## src/rtl/acc_alu_pkg.sv

```systemverilog
package acc_alu_pkg;

  typedef enum logic [2:0] {
    OP_LOAD  = 3'd0,
    OP_CLEAR = 3'd1,
    OP_ADD   = 3'd2,
    OP_SUB   = 3'd3,
    OP_INC   = 3'd4,
    OP_DEC   = 3'd5,
    OP_CMP   = 3'd6,
    OP_NOP   = 3'd7
  } acc_op_e;

  typedef enum logic [2:0] {
    JC_GT    = 3'd0,
    JC_EQ    = 3'd1,
    JC_LT    = 3'd2,
    JC_NEQ   = 3'd3,
    JC_GE    = 3'd4,
    JC_LE    = 3'd5,
    JC_OFF_A = 3'd6,
    JC_OFF_B = 3'd7
  } jmp_cond_e;

  typedef struct packed {
    logic gt;
    logic eq;
    logic lt;
  } ccr_t;

  localparam ccr_t CCR_RESET = '{gt: 1'b0, eq: 1'b1, lt: 1'b0};

  // Branch decision from the stored flags
  function automatic logic cond_eval(ccr_t f, jmp_cond_e c);
    case (c)
      JC_GT:   return f.gt;
      JC_EQ:   return f.eq;
      JC_LT:   return f.lt;
      JC_NEQ:  return !f.eq;
      JC_GE:   return f.gt | f.eq;
      JC_LE:   return f.lt | f.eq;
      default: return 1'b0;
    endcase
  endfunction

endpackage

```

## src/rtl/acc_arith.sv

```systemverilog
module acc_arith
  import acc_alu_pkg::*;
#(
  parameter int W = 8
) (
  input  acc_op_e      op,
  input  logic [W-1:0] acc,
  input  logic [W-1:0] opnd,
  output logic [W-1:0] res,
  output logic         to_mem,
  output logic         produces
);

  localparam logic [W-1:0] ONE  = W'(1);
  localparam logic [W-1:0] ZERO = '0;

  function automatic logic [W-1:0] f_add(logic [W-1:0] a, logic [W-1:0] b);
    return a + b;
  endfunction

  function automatic logic [W-1:0] f_sub(logic [W-1:0] a, logic [W-1:0] b);
    return a - b;
  endfunction

  function automatic logic [W-1:0] f_step(logic [W-1:0] a, logic down);
    return down ? (a - ONE) : (a + ONE);
  endfunction

  always_comb begin
    res      = ZERO;
    to_mem   = 1'b0;
    produces = 1'b1;
    case (op)
      OP_LOAD:  res = opnd;
      OP_ADD:   res = f_add(acc, opnd);
      OP_SUB:   res = f_sub(acc, opnd);
      OP_CLEAR: begin res = ZERO;                 to_mem = 1'b1; end
      OP_INC:   begin res = f_step(opnd, 1'b0);   to_mem = 1'b1; end
      OP_DEC:   begin res = f_step(opnd, 1'b1);   to_mem = 1'b1; end
      default:  produces = 1'b0;
    endcase
  end

endmodule

```

## src/rtl/acc_ccr.sv

```systemverilog
module acc_ccr
  import acc_alu_pkg::*;
#(
  parameter int W = 8
) (
  input  logic         clk,
  input  logic         rst_n,
  input  logic         cmp_fire,
  input  logic [W-1:0] acc,
  input  logic [W-1:0] opnd,
  output ccr_t         flags
);

  // Unsigned compare of the operand against the accumulator
  function automatic ccr_t f_compare(logic [W-1:0] a, logic [W-1:0] m);
    ccr_t r;
    r.gt = (m > a);
    r.eq = (m == a);
    r.lt = (m < a);
    return r;
  endfunction

  ccr_t flags_q;

  always_ff @(posedge clk or negedge rst_n) begin
    if (!rst_n)        flags_q <= CCR_RESET;
    else if (cmp_fire) flags_q <= f_compare(acc, opnd);
  end

  assign flags = flags_q;

endmodule

```

## src/rtl/acc_branch.sv

```systemverilog
module acc_branch
  import acc_alu_pkg::*;
(
  input  ccr_t       flags,
  input  jmp_cond_e  cond,
  output logic       take
);

  localparam int NCOND = 8;

  logic [NCOND-1:0] truth;

  for (genvar i = 0; i < NCOND; i++) begin : g_cond
    assign truth[i] = cond_eval(flags, jmp_cond_e'(3'(i)));
  end

  assign take = truth[cond];

endmodule

```

## src/rtl/acc_alu_cc.sv

```systemverilog
module acc_alu_cc
  import acc_alu_pkg::*;
#(
  parameter int W = 8
) (
  input  logic         clk,
  input  logic         rst_n,
  input  logic         exec_en,
  input  logic [2:0]   op_code,
  input  logic [W-1:0] acc_r,
  input  logic [W-1:0] mem_opnd,
  input  logic [2:0]   jmp_cond,
  output logic         res_valid,
  output logic [W-1:0] res_data,
  output logic         res_to_mem,
  output logic         flag_gt,
  output logic         flag_eq,
  output logic         flag_lt,
  output logic         jmp_take
);

  acc_op_e      op;
  logic [W-1:0] arith_res;
  logic         arith_mem;
  logic         arith_prod;
  logic         cmp_fire;   // compare executes this cycle
  logic         res_fire;   // a result is captured this cycle
  ccr_t         flags;

  assign op = acc_op_e'(op_code);

  acc_arith #(.W(W)) u_arith (
    .op       (op),
    .acc      (acc_r),
    .opnd     (mem_opnd),
    .res      (arith_res),
    .to_mem   (arith_mem),
    .produces (arith_prod)
  );

  assign cmp_fire = exec_en && (op == OP_CMP);
  assign res_fire = exec_en && arith_prod;

  acc_ccr #(.W(W)) u_ccr (
    .clk      (clk),
    .rst_n    (rst_n),
    .cmp_fire (cmp_fire),
    .acc      (acc_r),
    .opnd     (mem_opnd),
    .flags    (flags)
  );

  acc_branch u_branch (
    .flags (flags),
    .cond  (jmp_cond_e'(jmp_cond)),
    .take  (jmp_take)
  );

  always_ff @(posedge clk or negedge rst_n) begin
    if (!rst_n) begin
      res_valid  <= 1'b0;
      res_data   <= '0;
      res_to_mem <= 1'b0;
    end else begin
      res_valid <= res_fire;
      if (res_fire) begin
        res_data   <= arith_res;
        res_to_mem <= arith_mem;
      end
    end
  end

  assign flag_gt = flags.gt;
  assign flag_eq = flags.eq;
  assign flag_lt = flags.lt;

endmodule

```

## config.mk

```make
export PLATFORM = sky130hd
export DESIGN_NAME = acc_alu_cc
export DESIGN_NICKNAME = d
export VERILOG_FILES = /design/src/rtl/acc_alu_pkg.sv /design/src/rtl/acc_arith.sv /design/src/rtl/acc_ccr.sv /design/src/rtl/acc_branch.sv /design/src/rtl/acc_alu_cc.sv
export SDC_FILE = /design/constraint.sdc
export NUM_CORES = 1
export LEC_CHECK = 0
export BUFFER_PORTS_ARGS = -buffer_cell sky130_fd_sc_hd__buf_2
export CAP_MARGIN = 20
export CORE_UTILIZATION = 30
export CTS_CLUSTER_SIZE = 10
export DETAILED_ROUTE_END_ITERATION = 6
export GPL_ROUTABILITY_DRIVEN = 0
export GPL_TIMING_DRIVEN = 0
export MAX_ROUTING_LAYER = met4
export SLEW_MARGIN = 20
export SYNTH_ARGS = -nofsm -noshare
export SYNTH_HDL_FRONTEND = slang
export SYNTH_SLANG_ARGS = --single-unit
```

## constraint.sdc

```tcl
create_clock -name clk -period 2.7 [get_ports clk]
set_input_delay 0.54 -clock clk [delete_from_list [all_inputs] [get_ports clk]]
set_output_delay 0.54 -clock clk [all_outputs]
set_load 0.05 [all_outputs]
```

== Word-level counts from Yosys, hierarchy flattened ==
Cells that the tools add are included.
Operators by class
  $add $sub $neg: 4
  $lt $le $gt $ge: 3
  equality and inequality tests: 7
  muxes and demuxes: 5
  bitwise logic cells: 2
  reduce and logical (&&, ||, !) cells: 6
Operator list (number)
  $pmux W8 S5: 1
  $eq A3 B3 Y1 const B: 3
  $add A8 B1 Y8 const B: 1
  $add A8 B8 Y8: 1
  $eq A8 B8 Y1: 1
  $gt A8 B8 Y1: 1
  $lt A8 B8 Y1: 1
  $sub A8 B1 Y8 const B: 1
  $sub A8 B8 Y8: 1
  $eq A3 B2 Y1 const B: 2
  $reduce_or A6 Y1: 1
  $lt A3 B4 Y1 const B: 1
  $bmux W1 S3: 1
  $eq A3 B1 Y1 const B: 1
  $logic_not A3 Y1: 1
  $mux W1: 3
  $reduce_or A3 Y1: 1
  $logic_and A1 B1 Y1: 2
  $or A1 B1 Y1: 2
  $logic_not A1 Y1: 1
Word-level totals
  flip-flop bits (word level): 13
  bits of input ports: 25
  output and inout bits: 14

== Depth between registers and ports, before layout ==
Gate-level depths: netlist of run 1.
  depth after elaboration: 4
  mapped depth: 11
  depth with buffers taken out: 11

== Modules after synthesis ==
A second synthesis of run 1 with hierarchy kept.
Second synthesis, totals
  cell total of the unflattened synthesis: 220
  area total of the unflattened synthesis: 1810.5 µm²
Modules (own cells, without submodules)
  acc_arith: instances 1, cells an instance 153, area an instance 1063.5 µm², seq. area each 0.0 µm²
  acc_alu_cc: instances 1, cells an instance 22, area an instance 377.9 µm², seq. area each 250.2 µm²
  acc_ccr: instances 1, cells an instance 37, area an instance 315.3 µm², seq. area each 76.3 µm²
  acc_branch: instances 1, cells an instance 8, area an instance 53.8 µm², seq. area each 0.0 µm²

== Worst setup path after synthesis of run 1 ==
Ideal clock, no wire load.
  path type: input port to flip-flop
  from: in acc_r[0]
  to: reg res_data[7]
  arrival time: 2583 ps
  path slack: -2 ps
  stages: 10
  path buffers: 0
  cell sequence: or3_1 -> nor3_1 -> xnor2_1 -> a21oi_1 -> ha_1 -> or3_1 -> a211o_1 -> and3b_1 -> mux2i_1 -> a21bo_1
Between the ends
  cells in the longest elaborated chain, start to end: 2
  elaborated cells on any way between the ends: 3
  classes of those cells: add/sub: 2; mux: 1
Ends and longest elaborated chain
  from (decl): RTL line acc_alu_cc.sv:10  | input logic [W-1:0] acc_r,
  $sub A8 B8 Y8 or $add A8 B8 Y8 (tied branches): RTL line acc_arith.sv:22, acc_arith.sv:18
  $pmux W8 S5 *: RTL line acc_arith.sv:33  | case (op)
  to (signal assigned): RTL line acc_alu_cc.sv:67  | res_data <= arith_res;
  to (decl): RTL line acc_alu_cc.sv:14  | output logic [W-1:0] res_data,
Mark *: on every way between the ends. The rest lies on a longest branch, timed or not.
A chain may end at the register's enable or synchronous reset.

== Worst setup path after layout of run 1 ==
  from: in acc_r[2]
  to: reg res_data[7]
The elaborated chain is that of the path after synthesis.

==> key figures, run 1 <==
Critical path
  – Arr. time, crit path: about 2800 ps
  – Reg2Reg Depth: 6
  – Reg2reg start: res_data[7]
  – Reg2reg setup slack: 1430 ps
  – Crit-path max FO: 5
  – Worst R2R End: res_data[7]
  – CP Launch Type: input port
  – Crit Path Class: in -> reg
  – CP endpoint kind: register
  – WP data required: ~2800 ps

STA
  – Worst Skew: 0 ps
  – Unrepaired setup endpoints after global routing: true
  – Final Setup Violations: 0
  – Slew @ Worst Pin: 440.7 ps
  – Final WS setup: ~37 ps
  – Max-slew headroom: 0.7062
  – Max Freq: between 300 and 400 MHz
  – Fin crit period: 2663 ps
  – Fin. Hold Viols: 0
  – Final worst path period share: 0.9864
  – Max-slew violation count: 0

Floorplanning
  – Placeable Area: 5140 um^2
  – Top Ports: 39
  – Initial Util: 0.3143
  – Row count: 26
  – Die ar.: ~5700 um^2
  – Horiz. Die Dim: about 75 um
  – Die height: 75.38 um

Placement
  – DP Cell Count: 305
  – Area after DPL: 1893 um^2
  – DP Worst Slack: -327.3 ps
  – Placed wire-length estimate: roughly 3.5 mm
  – Port Buffer Count: 37

Flow run
  – Max_cap viols: 0

Yosys
  – Syn_nets: about 240
  – Synth top area cells: dfrtp_1 (19%), ha_1 (13%), a21oi_1 (4.6%)
  – Post-synthesis cell type count: just under 50
  – Synth Warn #: 0
  – Yosys top cell area share: 0.1859
  – Async set or reset register ratio after synthesis: 1.000
  – Synth cell count leaders: ha_1 (17), inv_1 (17), nand2_1 (17), a21oi_1 (15), nor2_1 (13)
  – Sequential element share of the synthesized area: 0.2022
  – Mapped Area: approximately 1600 um^2
  – Cell taking the most area after synthesis: dfrtp_1
  – Number of enable flip-flop cells after synthesis: 0
  – Register bit count reported by yosys: 13
  – Ys flop type: dfrtp_1
  – Mapped Cells: just under 200
  – Mean Syn Cell Area: between 8 and 9 um^2

Routing
  – DR iter-0 viols: between 80 and 90
  – Drt pass-1 iters: 4
  – Avg WL per Cell: approximately 13 um
  – Via count: about 1,600
  – Routed Antenna Nets: 0
  – Avg Vias per Cell: about 5
  – Final wirelength: 4.119 mm
  – # DRC: 0

GRT
  – Total GRT Usage: 0.1604
  – Initial antenna violation count: 0
  – First-pass GRT wire length: 6.686 mm
  – Vias in the first global route: between 1,500 and 2,000
  – Largest net degree at the start of global routing: 14
  – Gr ovfl total: 0

CTS
  – Clock Tree Buf Depth: 2
  – Root Buffer Master: clkbuf_8
  – CTS Buf Count: 3
  – Clk slew on worst S/H paths: 50 ps
  – H-Tree Depth: 1
  – Worst skew pair latency: 240 ps
  – Clock sink count: 13
  – CTS tree: yes

Power
  – Leakage: approximately 0.94 nW
  – P per Cell Area: about 470 nW/um^2
  – Largest vdd supply drop: around 220 uV
  – Final Power: approximately 0.93 mW

Finish
  – Final non-filler cell total: around 300
  – Inserted Diodes: 0
  – Final #Nets: approximately 280
  – Post-layout util: 0.3846
  – Cell area after layout: 1977 um^2
  – P&R area growth vs syn: 22.39%
  – Share of layout cells above drive strength 1: 0.2343

Min path
  – Worst min path class: in -> async

Run status
  – Outcome: finished, final reports clean
[worst max-delay path by stage]
stage | startpoint | endpoint | slack (ps)
6_report | acc_r[2] | res_data[7] | 40
5_1_grt | acc_r[2] | res_data[7] | -70
4_1_cts | acc_r[2] | res_data[7] | 20
3_5_place_dp | op_code[1] | res_data[7] | -330
3_3_place_gp | op_code[1] | res_data[7] | -280
2_1_floorplan | acc_r[0] | res_data[7] | 40
[sequential cells by signal, summed over array words and instances (netlist names)]
| register | count |
|---|---|
| res_valid | 1 |
| res_to_mem | 1 |
| u_ccr.flags | 3 |
| res_data | 8 |
[power by group]
part           switching (mW)  leakage [nW]  internal (mW)
sequential             0.0232         0.162          0.229
clock                  0.0665        0.0228          0.104
combinational           0.329         0.758          0.181
total                   0.418         0.942          0.514
[stage by stage]
step | hold WS [ps] | setup TNS [ps]
finish | 175.3 | 0
global route | 193.2 | -68.81
CTS | 184.2 | 0
detailed placement | 443.4 | -533.4
global placement | 440.2 | -469.7
floorplan | 244.4 | 0
[layout make-up]
cell class / count / area, um^2
plain buffers: 5 / 25.02
clock buffers: 4 / 45.04
well taps: 70 / 87.58
multi-input cells: 163 / 1244
flip-flops and latches: 13 / 326.6
fillers: 571 / 3163
repair buffers: 37 / 185.2
inverters: 17 / 63.81
[routing by layer]
metal / vias up / global-route usage / routed length, um
li1: 801 / - / -
met1: 741 / 0.2059 / 1940
met2: 45 / 0.2698 / 1908
met3: 4 / 0.01587 / 231
met4: 0 / 0.04321 / 38
met5: - / - / 0
[cells in the final DEF, fill, tap and decap left out, types with 3 or more instances in the layout]
| cell type | count |
|---|---|
| clkbuf_8 | 3 |
| o21ai_0 | 11 |
| xor2_1 | 8 |
| ha_1 | 16 |
| a21o_1 | 3 |
| dfrtp_1 | 12 |
| nand2b_1 | 6 |
| mux2i_1 | 5 |
| nand2_1 | 17 |
| a21oi_1 | 15 |
| nor3_1 | 3 |
| clkbuf_1 | 3 |
| o21a_1 | 5 |
| buf_2 | 39 |
| a22oi_1 | 4 |
| inv_1 | 17 |
| nor2_1 | 12 |
| o21ai_1 | 5 |
| nor2b_1 | 4 |
| xnor2_1 | 6 |
[logic make-up after synthesis]
logic type      count (synthesis)  synth area share
compound gates                 62            0.2572
xor+xnor                       16           0.09141
fa+ha+maj                      19            0.1565
buf+inv                        22           0.05345
flops                          13            0.2022
mux                             6           0.03796
simple gates                   60            0.2014
[what timing repair did]
action / in CTS / in global routing
hold buffers: 0 / 0
setup buffers: 0 / 0
gates resized for setup: 2 / 7
endpoints found under the setup margin: 1 / 2
[worst max-delay path, stage by stage]
cell     delay, ps
buf_2          140
or3_4          400
nor3_4         150
xnor2_2        130
a21oi_1         90
ha_2           180
or3_1          360
a211o_1        260
and3b_1        190
mux2i_1        130
a21bo_1        210
No activity file was read; power rests on OpenSTA's default activity.
==> run 2, diff against run 1 <==
--- a/config.mk
+++ b/config.mk
@@ -7,13 +7,13 @@
 export LEC_CHECK = 0
 export BUFFER_PORTS_ARGS = -buffer_cell sky130_fd_sc_hd__buf_2
 export CAP_MARGIN = 20
-export CORE_UTILIZATION = 30
+export CORE_UTILIZATION = 58
 export CTS_CLUSTER_SIZE = 10
 export DETAILED_ROUTE_END_ITERATION = 6
 export GPL_ROUTABILITY_DRIVEN = 0
 export GPL_TIMING_DRIVEN = 0
 export MAX_ROUTING_LAYER = met4
-export SLEW_MARGIN = 20
+export PLACE_DENSITY_LB_ADDON = 0.3
 export SYNTH_ARGS = -nofsm -noshare
 export SYNTH_HDL_FRONTEND = slang
 export SYNTH_SLANG_ARGS = --single-unit
==> key figures, run 2 (same netlist as run 1, synthesis figures left out) <==
Critical path
  – Crit-path max FO: 5 (unchanged)
  – CP endpoint kind: register
  – Arr. time, crit path: 2780 ps (about the same)
  – CP Launch Type: input port
  – Crit Path Class: in -> reg
  – Reg2Reg Depth: 6 (unchanged)
  – WP data required: 2880 ps (+50 ps)

Floorplanning
  – Horiz. Die Dim: 54.78 um (-27%)
  – Die height: 54.78 um (-27%)
  – Row count: 18 (-31%)
  – Initial Util: 0.6347 (+0.3204)
  – Top Ports: 39 (unchanged)
  – Die ar.: 3000 um^2 (-47%)
  – Placeable Area: 2545 um^2 (-50%)

Routing
  – DR iter-0 viols: 44 (-48%)
  – Avg WL per Cell: 14.15 um (+6.1%)
  – # DRC: 0 (unchanged)
  – Avg Vias per Cell: 5.829 (+13%)
  – Top routing layer used: met4
  – Drt pass-1 iters: 4 (unchanged)
  – Via count: 1,568 (-1.4%)
  – WL met2: 1.768 mm (-7.3%)
  – Routed Antenna Nets: 0 (unchanged)
  – WL met1: 1.873 mm (-3.5%)
  – Final wirelength: 3.806 mm (-7.6%)
  – Metal3 WL: 144 um (-38%)

STA
  – Fin. Hold Viols: 0 (unchanged)
  – Fin crit period: 2604 ps (-59.32 ps)
  – Max Freq: 384.0 MHz (+2.3%)
  – Worst Skew: 0 ps (unchanged)
  – Final WS setup: 96.03 ps (+59.32 ps)
  – Unrepaired setup endpoints after global routing: false
  – Final Setup Violations: 0 (unchanged)
  – Max-slew violation count: 0 (unchanged)
  – Slew @ Worst Pin: 447.9 ps (+7.269 ps)
  – Max-slew headroom: 0.7014 (-0.004846)
  – Final worst path period share: 0.9644 (-0.02197)

Finish
  – Cell area after layout: 1879 um^2 (-4.9%)
  – Top reg by flops: res_data
  – Share of layout cells above drive strength 1: 0.2259 (-0.008368)
  – P&R area growth vs syn: 16.34%
  – Most common cell after layout, fill and taps aside: buf_2
  – Most frequent cells in the layout: buf_2 (40), inv_1 (17), nand2_1 (17)
  – Inserted Diodes: 0 (unchanged)
  – Final #Nets: 284 (unchanged)
  – Max FFs per register: 8 (unchanged)
  – Post-layout util: 0.7384 (+0.3538)
  – Final non-filler cell total: 269 (-13%)

GRT
  – Total GRT Usage: 0.2889 (+0.1285)
  – Largest net degree at the start of global routing: 14 (unchanged)
  – Initial antenna violation count: 0 (unchanged)
  – Gr ovfl total: 0 (unchanged)
  – First-pass GRT wire length: 6.092 mm (-8.9%)
  – Vias in the first global route: 1,356 (-11%)

CTS
  – Root Buffer Master: clkbuf_4
  – Clock sink count: 13 (unchanged)
  – CTS tree: yes
  – Clock Tree Buf Depth: 2 (unchanged)
  – CTS Buf Count: 3 (unchanged)
  – Worst skew pair latency: 270 ps (+30 ps)
  – Clk slew on worst S/H paths: 90 ps (+40 ps)
  – Cts hold-fix bufs: 0 (unchanged)
  – Post-CTS Setup Inserts: 0 (unchanged)
  – H-Tree Depth: 1 (unchanged)

Placement
  – Placed wire-length estimate: 3.164 mm (-8.8%)
  – Area after DPL: 1843 um^2 (-2.6%)
  – DP Cell Count: 265 (-13%)
  – Port Buffer Count: 37 (unchanged)
  – DP Worst Slack: -270.1 ps (+57.19 ps)

Flow run
  – Max_cap viols: 0 (unchanged)

Power
  – Final Power: 0.8785 mW (-5.8%)
  – P per Cell Area: 467.5 nW/um^2 (-0.90%)
  – Leakage: 0.9198 nW (-2.4%)
  – Largest vdd supply drop: 408.4 uV (+82%)

Min path
  – Worst min path class: in -> async

Run status
  – Outcome: finished, final reports clean
-- run 2: cell types whose count changed in the layout (fill, tap and decap cells not counted) --
cell,change
buf_2,+1
buf_4,-1
clkbuf_4,+3
clkbuf_8,-3
nand2b_1,+1
nand2b_4,-1
nor2_2,+1
nor2_4,-1
nor3_2,+1
nor3_4,-1
xnor2_1,+1
xnor2_2,-1
-- run 2: worst paths after layout --
kind / from / slack [ps] / endpoint
max: acc_r[2] / 100 / res_data[7]
min: rst_n / 130 / res_valid
max reg2reg: res_data[7] / 1440 / res_data[7]
min reg2reg: res_data[4] / 490 / res_data[4]
max in group asynchronous: rst_n / 2290 / u_ccr.flags[1]
min in group clk: res_data[4] / 490 / res_data[4]
-- run 2: metrics by stage --
step                      setup TNS [ps]  hold WS, ps
after floorplan                        0        244.4
after global placement            -339.9        440.5
after detailed placement          -441.0        444.4
after CTS                              0        137.9
after global routing                   0        148.7
final                                  0        130.6
-- run 2: timing repair --
| action | in CTS | in global routing |
|---|---|---|
| endpoints found under the hold margin | 0 | 0 |
| setup endpoints to repair | 0 | 2 |
| gates resized for setup | 0 | 3 |
-- run 2: worst max-delay path: stages --
cell and delay (ps):
buf_2 150, or3_4 390, nor3_2 140, xnor2_1 140, a21oi_1 90, ha_2 190
or3_1 380, a211o_1 260, and3b_1 190, mux2i_1 120, a21bo_1 210
-- run 2: power by group --
group	leakage, nW	switching, mW	internal, mW
logic	0.743	0.326	0.179
registers	0.162	0.0215	0.229
clock network	0.0150	0.0657	0.0572
-- run 2: metal layers --
layer / global-route usage / up-vias
met5: - / -
met4: 0.05556 / 0
met3: 0.03333 / 2
met2: 0.4398 / 42
met1: 0.4073 / 731
li1: - / 793
-- run 2: cell type report --
| class | instances | area, um^2 |
|---|---|---|
| fill | 233 | 665.6 |
| inverter | 17 | 63.81 |
| clock buffer | 4 | 26.28 |
| buffer | 5 | 22.52 |
| multi-input combinational | 163 | 1217 |
| sequential | 13 | 326.6 |
| tap | 30 | 37.54 |
| timing repair buffer | 37 | 185.2 |
